$ cat config.mk
export PLATFORM = sky130hd
export DESIGN_NAME = cache_prog_tracker
export DESIGN_NICKNAME = d
export VERILOG_FILES = /design/src/rtl/cpt_pkg.sv /design/src/rtl/cpt_cache_stage.sv /design/src/rtl/cpt_array_stage.sv /design/src/rtl/cache_prog_tracker.sv
export SDC_FILE = /design/constraint.sdc
export NUM_CORES = 1
export LEC_CHECK = 0
export ABC_CLOCK_PERIOD_IN_PS = 2500
export BUFFER_PORTS_ARGS = -buffer_cell sky130_fd_sc_hd__buf_2
export CORE_MARGIN = 3
export CORE_UTILIZATION = 51
export CTS_CLUSTER_SIZE = 16
export DETAILED_ROUTE_END_ITERATION = 7
export HOLD_SLACK_MARGIN = 0.02
export PLACE_DENSITY = 0.77
export SYNTH_ARGS = -nofsm -noshare
export SYNTH_HDL_FRONTEND = slang
export SYNTH_SLANG_ARGS = --single-unit
$ cat constraint.sdc
create_clock -name clk -period 2.5 [get_ports clk]
set_clock_uncertainty 0.2 [all_clocks]
set_input_delay 0.375 -clock clk [delete_from_list [all_inputs] [get_ports clk]]
set_output_delay 0.375 -clock clk [all_outputs]
set_load 0.01 [all_outputs]
$ cat src/rtl/cpt_pkg.sv
package cpt_pkg;
  localparam logic [7:0] CMD_PAGE   = 8'h10;
  localparam logic [7:0] CMD_CACHE  = 8'h15;
  localparam logic [7:0] CMD_STATUS = 8'h70;
endpackage

$ cat src/rtl/cpt_cache_stage.sv
module cpt_cache_stage #(
  parameter int T_XFER = 4,
  localparam int XW = $clog2(T_XFER + 1)
) (
  input  logic          clk,
  input  logic          rst,
  input  logic          load,
  input  logic          arr_idle,
  output logic          busy,
  output logic          done,
  output logic [XW-1:0] cnt
);
  // transfer count advances only while the array is idle
  assign done = busy && arr_idle && (cnt == XW'(1));

  always_ff @(posedge clk) begin
    if (rst) begin
      busy <= 1'b0;
      cnt  <= '0;
    end else if (load) begin
      busy <= 1'b1;
      cnt  <= XW'(T_XFER);
    end else if (done) begin
      busy <= 1'b0;
      cnt  <= '0;
    end else if (busy && arr_idle) begin
      cnt  <= cnt - XW'(1);
    end
  end
endmodule

$ cat src/rtl/cpt_array_stage.sv
module cpt_array_stage #(
  parameter int T_PROG = 20,
  localparam int PW = $clog2(T_PROG + 1)
) (
  input  logic clk,
  input  logic rst,
  input  logic start,
  output logic idle
);
  logic [PW-1:0] left;

  assign idle = (left == '0);

  always_ff @(posedge clk) begin
    if (rst)        left <= '0;
    else if (start) left <= PW'(T_PROG);
    else if (!idle) left <= left - PW'(1);
  end
endmodule

$ cat src/rtl/cache_prog_tracker.sv
module cache_prog_tracker
  import cpt_pkg::*;
#(
  parameter int T_XFER = 4,
  parameter int T_PROG = 20,
  localparam int XW = $clog2(T_XFER + 1)
) (
  input  logic       clk,
  input  logic       rst,
  input  logic       cmd_valid,
  input  logic [7:0] cmd_byte,
  input  logic       fail_in,
  input  logic       wp_n,
  output logic [7:0] status_o,
  output logic       rb_n_o
);
  logic          c_busy, x_done, a_idle, accept, is_end;
  logic [XW-1:0] x_cnt;
  logic          cached_mode, rd_mode, pend_fail, cur_fail, prev_fail;
  logic [7:0]    status_now;

  assign is_end = (cmd_byte == CMD_PAGE) || (cmd_byte == CMD_CACHE);
  assign accept = cmd_valid && is_end && !c_busy;

  cpt_cache_stage #(.T_XFER(T_XFER)) u_cache (
    .clk(clk), .rst(rst), .load(accept), .arr_idle(a_idle),
    .busy(c_busy), .done(x_done), .cnt(x_cnt)
  );

  cpt_array_stage #(.T_PROG(T_PROG)) u_array (
    .clk(clk), .rst(rst), .start(x_done), .idle(a_idle)
  );

  always_ff @(posedge clk) begin
    if (rst) begin
      cached_mode <= 1'b0;
      rd_mode     <= 1'b0;
      pend_fail   <= 1'b0;
    end else if (accept) begin
      cached_mode <= (cmd_byte == CMD_CACHE);
      rd_mode     <= 1'b0;
      pend_fail   <= fail_in;
    end else if (cmd_valid && cmd_byte == CMD_STATUS) begin
      rd_mode     <= 1'b1;
    end
  end

  always_ff @(posedge clk) begin
    if (rst) begin
      cur_fail  <= 1'b0;
      prev_fail <= 1'b0;
    end else if (x_done) begin
      prev_fail <= cur_fail;
      cur_fail  <= pend_fail;
    end
  end

  assign status_now = {wp_n, !c_busy, !c_busy && a_idle, 3'b000, prev_fail, cur_fail};

  always_ff @(posedge clk) begin
    if (rst) begin
      status_o <= 8'h00;
      rb_n_o   <= 1'b1;
    end else begin
      status_o <= rd_mode ? status_now : 8'h00;
      rb_n_o   <= cached_mode ? status_now[6] : status_now[5];
    end
  end
endmodule

==> results of run 1 <==
## sequential cells by signal, indices dropped and copies added (netlist names)
register,flops
pend_fail,1
cached_mode,1
rb_n_o,1
u_array.left,5
cur_fail,1
rd_mode,1
status_o,5
u_cache.busy,1
u_cache.cnt,3
prev_fail,1
## routing by layer
layer	vias up	global-route usage	share of wire
li1	381	-	-
met1	340	0.1773	0.44
met2	22	0.2638	0.48
met3	6	0.06442	0.066
met4	0	0.07109	0.018
met5	-	0	0
## path summary, 6_finish.rpt
kind | startpoint | to | cells after the start
worst max register to register | u_array.left[0] | u_cache.cnt[1] | 5
worst min register to register | cached_mode | cached_mode | 2
worst max-delay path | u_array.left[0] | u_cache.cnt[1] | 5
worst min-delay path | wp_n | status_o[7] | 2
## report_power, final
part | switching (mW) | leakage, nW | internal, mW | total [mW]
combinational | 0.130 | 0.250 | 0.0899 | 0.220
clock | 0.0917 | 0.0210 | 0.0889 | 0.181
sequential | 0.0227 | 0.162 | 0.351 | 0.373
total | 0.244 | 0.434 | 0.530 | 0.774
## placed cells by master, fill, tap and decap left out, types with 2 or more instances in the layout
| master | n |
|---|---|
| a21oi_1 | 5 |
| a31oi_1 | 2 |
| and2_1 | 3 |
| buf_2 | 18 |
| clkbuf_4 | 3 |
| conb_1 | 3 |
| dfxtp_1 | 20 |
| ha_1 | 3 |
| inv_1 | 8 |
| mux2i_1 | 2 |
| nand2_1 | 8 |
| nand3_1 | 2 |
| nand3b_1 | 2 |
| nor2_1 | 3 |
| nor3_1 | 6 |
| o21ai_0 | 6 |
| or3_1 | 3 |
| or4_1 | 2 |
| xnor2_1 | 2 |
## worst max-delay path: cells and delay by family, from the launching register on
kind | cells | cell delay (ns)
adder cells (fa/ha/maj) | 1 | 0.19
flip-flops | 1 | 0.33
AND/OR/NAND/NOR | 2 | 1.02
buffers and inverters | 1 | 0.09
AO/OA/AOI/OAI | 1 | 0.31
## final cells by class
type,count,share of cell area
inverter,8,0.02864
clock buffer,4,0.03461
multi-input combinational,66,0.4403
sequential,20,0.3819
tap,24,0.02864
timing repair buffer,18,0.08592
## cell families (layout without fill, tap and decap cells)
family	Yosys count	in the layout	synth area share
buffers and inverters	14	30	0.07075
DFF	20	20	0.4354
other	1	3	0.004078
adders and majority gates	3	3	0.04082
and+or+nand+nor	37	37	0.2680
AOI/OAI and AO/OA	18	18	0.1306
muxes	2	2	0.02177
xor gates and xnor gates	3	3	0.02858
## metrics by stage
step / hold WS, ns / setup slack, ns / std cells / power (mW) / area, µm²
floorplan: 0.2229 / 0.5779 / 100 / 0.5529 / 927.1
global route: 0.08173 / 0.1624 / 140 / 0.8282 / 1049
CTS: 0.07959 / 0.2751 / 140 / 0.7811 / 1049
finish: 0.07877 / 0.2773 / 140 / 0.7740 / 1049
global placement: 0.2455 / 0.4085 / 136 / 0.5858 / 1012
detailed placement: 0.2511 / 0.3025 / 136 / 0.6010 / 1012
==> qor.csv, run 1 <==
metric,value,unit
outcome,"finished, final reports clean",
WP data required,2.50,ns
Root Buffer,clkbuf_4,
"top cells by area, synth","dfxtp_1 44%, ha_1 4.1%, nor3_1 3.3%",
area growth from synthesis to layout,14.01,%
die width,48.47,µm
final worst-path cycle share,0.8891,
"wirelength, routed",1691,µm
Finished Core Util,0.6578,
layout net count,133,
Crit-path slowest cell,or4b_1,
global placement routability congestion,0.7330,
DRC violations left,0,
Post-CTS Hold Fix Bufs,0,
post-synthesis cell type count,34,
Via-to-Cell Ratio,5.350,
die area,0.002349,mm²
vias in the first global route,665,
number of flops mapped to enable cells by yosys,0,
DPL Wire Length,1329,µm
Multi-input gate area,461.7,µm²
Avg Inst Size Synth,9.384,µm²
Synth top cells by count,"20 x dfxtp_1, 8 x inv_1, 8 x nand2_1, 6 x nor3_1, 6 x o21ai_0",
crit path max fanout,12,
post-cts sizing count,0,
Port Buf Inserts,18,
Final Max Slew Viols,0,
Worst Hold Class,in2reg,
largest vdd supply drop,425.5,µV
register area,400.4,µm²
sequential share of the synthesized area,0.4354,
TritonCTS clock tree,done,
Max-Cap Viols,0,
share of synthesized registers carrying an async set or reset,0,
H-tree Lvls,1,
clk buf depth,2,
Antenna Cells,0,
Worst-Skew Late Latency,0.30,ns
share of layout cells above drive strength 1,0.2328,
total negative setup slack,0,ns
minimum clock period,2.223,ns
GRT Total Usage,0.1584,
Mapped Area,919.6,µm²
Post-Syn Instances,98,
Slew headroom,0.5250,
"Top FF cell, synth",dfxtp_1,
largest net degree at the start of global routing,14,
# rows,14,
cell type with the largest total area after synthesis,dfxtp_1,
Avg WL per Cell,12.08,µm
routed vias,749,
"Setup Fix Bufs, Post-CTS",0,
CP endpoint kind,flop,
share of the synthesized area in the top cell type,0.4354,
sequence of cells on the critical path,"inv_1, ha_1, or4b_1, or3_1, a2111oi_2",
P_leak,0.4337,nW
global-route wire length before repair,2829,µm
Ports,22,
reg-to-reg setup timing slack,0.28,ns
Die Y,48.47,µm
# clock sinks,20,
DRT Pass-1 Iters,4,
Worst-Margin Slew,0.7106,ns
"Setup violations, final",0,
cell with the most instances after synthesis,dfxtp_1,
"Reg clk slew, reported paths",0.10,ns
post-route ant nets,0,
initial antenna violation count,0,
PD cells,738.1,mW/mm²
Congestion Overflow GR,0,
Worst EP arrival,2.22,ns
DRT iter0 DRCs,3,
Initial Utilization,0.5769,
number of fill cells in the layout,141,
CP Class,reg2reg,
final hold vios,0,
register bit total from synthesis,20,
RSZ-0062 raised after global routing,false,
Yosys warnings,0,
core footprint,0.001594,mm²
Peak Freq,0.4499,GHz
max incr delay on CP,0.63,ns
total CTS buffers,3,
Startpoint Class,flop,
(Power assumes the default switching activity.)
==> run 2: changes to the inputs <==
--- a/config.mk
+++ b/config.mk
@@ -5,14 +5,14 @@
 export SDC_FILE = /design/constraint.sdc
 export NUM_CORES = 1
 export LEC_CHECK = 0
-export ABC_CLOCK_PERIOD_IN_PS = 2500
+export ABC_CLOCK_PERIOD_IN_PS = 2700
 export BUFFER_PORTS_ARGS = -buffer_cell sky130_fd_sc_hd__buf_2
 export CORE_MARGIN = 3
-export CORE_UTILIZATION = 51
+export CORE_UTILIZATION = 55
 export CTS_CLUSTER_SIZE = 16
 export DETAILED_ROUTE_END_ITERATION = 7
 export HOLD_SLACK_MARGIN = 0.02
-export PLACE_DENSITY = 0.77
+export PLACE_DENSITY = 0.82
 export SYNTH_ARGS = -nofsm -noshare
 export SYNTH_HDL_FRONTEND = slang
 export SYNTH_SLANG_ARGS = --single-unit
==> constraint.sdc (replaced) <==
create_clock -name clk -period 2.7 [get_ports clk]
set_clock_uncertainty 0.2 [all_clocks]
set_input_delay 0.405 -clock clk [delete_from_list [all_inputs] [get_ports clk]]
set_output_delay 0.405 -clock clk [all_outputs]
set_load 0.01 [all_outputs]
==> run 2 against run 1 <==
Compared with the run above:
- sequential share of layout area increased by 0.092 points
- worst hold slack improved by 0.022 ns
- sequential power is 7.0% lower
- register-to-register slack improved by 0.21 ns
- sequential cell count is the same
- clock power decreased by 8%
==> qor.csv, run 2 (synthesized netlist as in run 1, its figures left out) <==
metric,value,unit
Top Registers,"status_o (5), u_array.left (5), u_cache.cnt (3)",
DPL Wire Length,1306,µm
CP endpoint kind,flop,
P_leak,0.4387,nW
TritonCTS clock tree,done,
"Reg clk slew, reported paths",0.11,ns
Startpoint Class,flop,
Ports,22,
Avg WL per Cell,12.68,µm
total negative setup slack,0,ns
Reg2Reg Depth,5,
"Setup Fix Bufs, Post-CTS",0,
"Setup violations, final",0,
post-route ant nets,0,
min-delay src,wp_n,
H-tree Lvls,1,
core footprint,0.001541,mm²
Final Max Slew Viols,0,
"commonest non-fill, non-tap cell in the layout",dfxtp_1,
clk buf depth,2,
Post-CTS Hold Fix Bufs,0,
Port Buf Inserts,18,
"wirelength, routed",1686,µm
global placement routability congestion,0.7069,
Worst EP arrival,2.20,ns
GRT Total Usage,0.1720,
# rows,14,
post-cts sizing count,0,
# clock sinks,20,
PD cells,711.3,mW/mm²
CP Class,reg2reg,
number of fill cells in the layout,128,
Die Y,46.89,µm
vias in the first global route,681,
layout net count,134,
largest net degree at the start of global routing,14,
outcome,"finished, final reports clean",
Initial Utilization,0.5966,
die area,0.002199,mm²
WP data required,2.70,ns
RSZ-0062 raised after global routing,false,
total CTS buffers,3,
DRC violations left,0,
Max-Cap Viols,0,
Worst-Skew Late Latency,0.30,ns
global-route wire length before repair,2718,µm
Peak Freq,0.4529,GHz
crit path max fanout,12,
die width,46.89,µm
share of layout cells above drive strength 1,0.2393,
reg-to-reg setup timing slack,0.49,ns
largest vdd supply drop,576.9,µV
DRT Pass-1 Iters,4,
Root Buffer,clkbuf_4,
Antenna Cells,0,
area growth from synthesis to layout,13.74,%
minimum clock period,2.208,ns
most frequent cells in the layout,"20 x dfxtp_1, 18 x buf_2, 8 x inv_1, 8 x nand2_1",
Worst Hold Class,in2reg,
Via-to-Cell Ratio,5.782,
final hold vios,0,
reg2reg end,u_cache.cnt[1],
DRT iter0 DRCs,13,
hold path depth,2,
final worst-path cycle share,0.8177,
RR Startpoint,u_array.left[0],
initial antenna violation count,0,
Hold Path Sink,status_o[7],
Congestion Overflow GR,0,
routed vias,769,
Finished Core Util,0.6786,
-- run 2: worst max-delay path, stage by stage, from the launching register on --
cell and delay, ns:
dfxtp_1 0.33, inv_1 0.09, ha_1 0.18, or4b_1 0.64, or3_1 0.39, a2111oi_2 0.29
-- run 2: where the power goes --
group / internal (mW) / leakage, nW / switching (mW) / total (mW)
clock network: 0.0822 / 0.0210 / 0.0848 / 0.167
logic: 0.0955 / 0.255 / 0.135 / 0.231
registers: 0.325 / 0.162 / 0.0217 / 0.347
total: 0.503 / 0.439 / 0.241 / 0.744
-- run 2: per-layer routing --
metal  vias up  GRT usage  share of wire
li1        384          -              -
met1       357     0.1939           0.43
met2        26     0.3062           0.49
met3         2    0.07280          0.071
met4         0    0.02762         0.0012
met5         -          0              0
-- run 2: how the worst max path moves through the flow --
stage	from	end	slack (ns)	cells past startpoint
CTS	u_array.left[0]	u_cache.cnt[1]	0.50	5
global route	u_array.left[0]	u_cache.cnt[1]	0.37	5
floorplan	cmd_byte[1]	u_cache.cnt[0]	0.75	3
finish	u_array.left[0]	u_cache.cnt[1]	0.49	5
detailed placement	u_array.left[0]	u_cache.cnt[1]	0.53	5
global placement	u_array.left[0]	u_cache.cnt[1]	0.60	5
-- run 2: through the flow --
step	total power [mW]	setup slack [ns]	instance area [µm²]	instances	hold slack (ns)
final	0.7440	0.4922	1046	133	0.1011
after global routing	0.7821	0.3744	1046	133	0.1032
after CTS	0.7441	0.5028	1046	133	0.1007
after detailed placement	0.5770	0.5259	1010	129	0.2505
after global placement	0.5605	0.5958	1010	129	0.2435
after floorplan	0.5119	0.7479	927.1	100	0.2229
-- run 2: cell type report --
cell class	count	area, µm²	area share
repair buffers	19	97.59	0.09330
flip-flops and latches	20	400.4	0.3828
clock buffers	4	36.28	0.03469
well taps	16	20.02	0.01914
inverters	8	30.03	0.02871
multi-input cells	66	461.7	0.4414
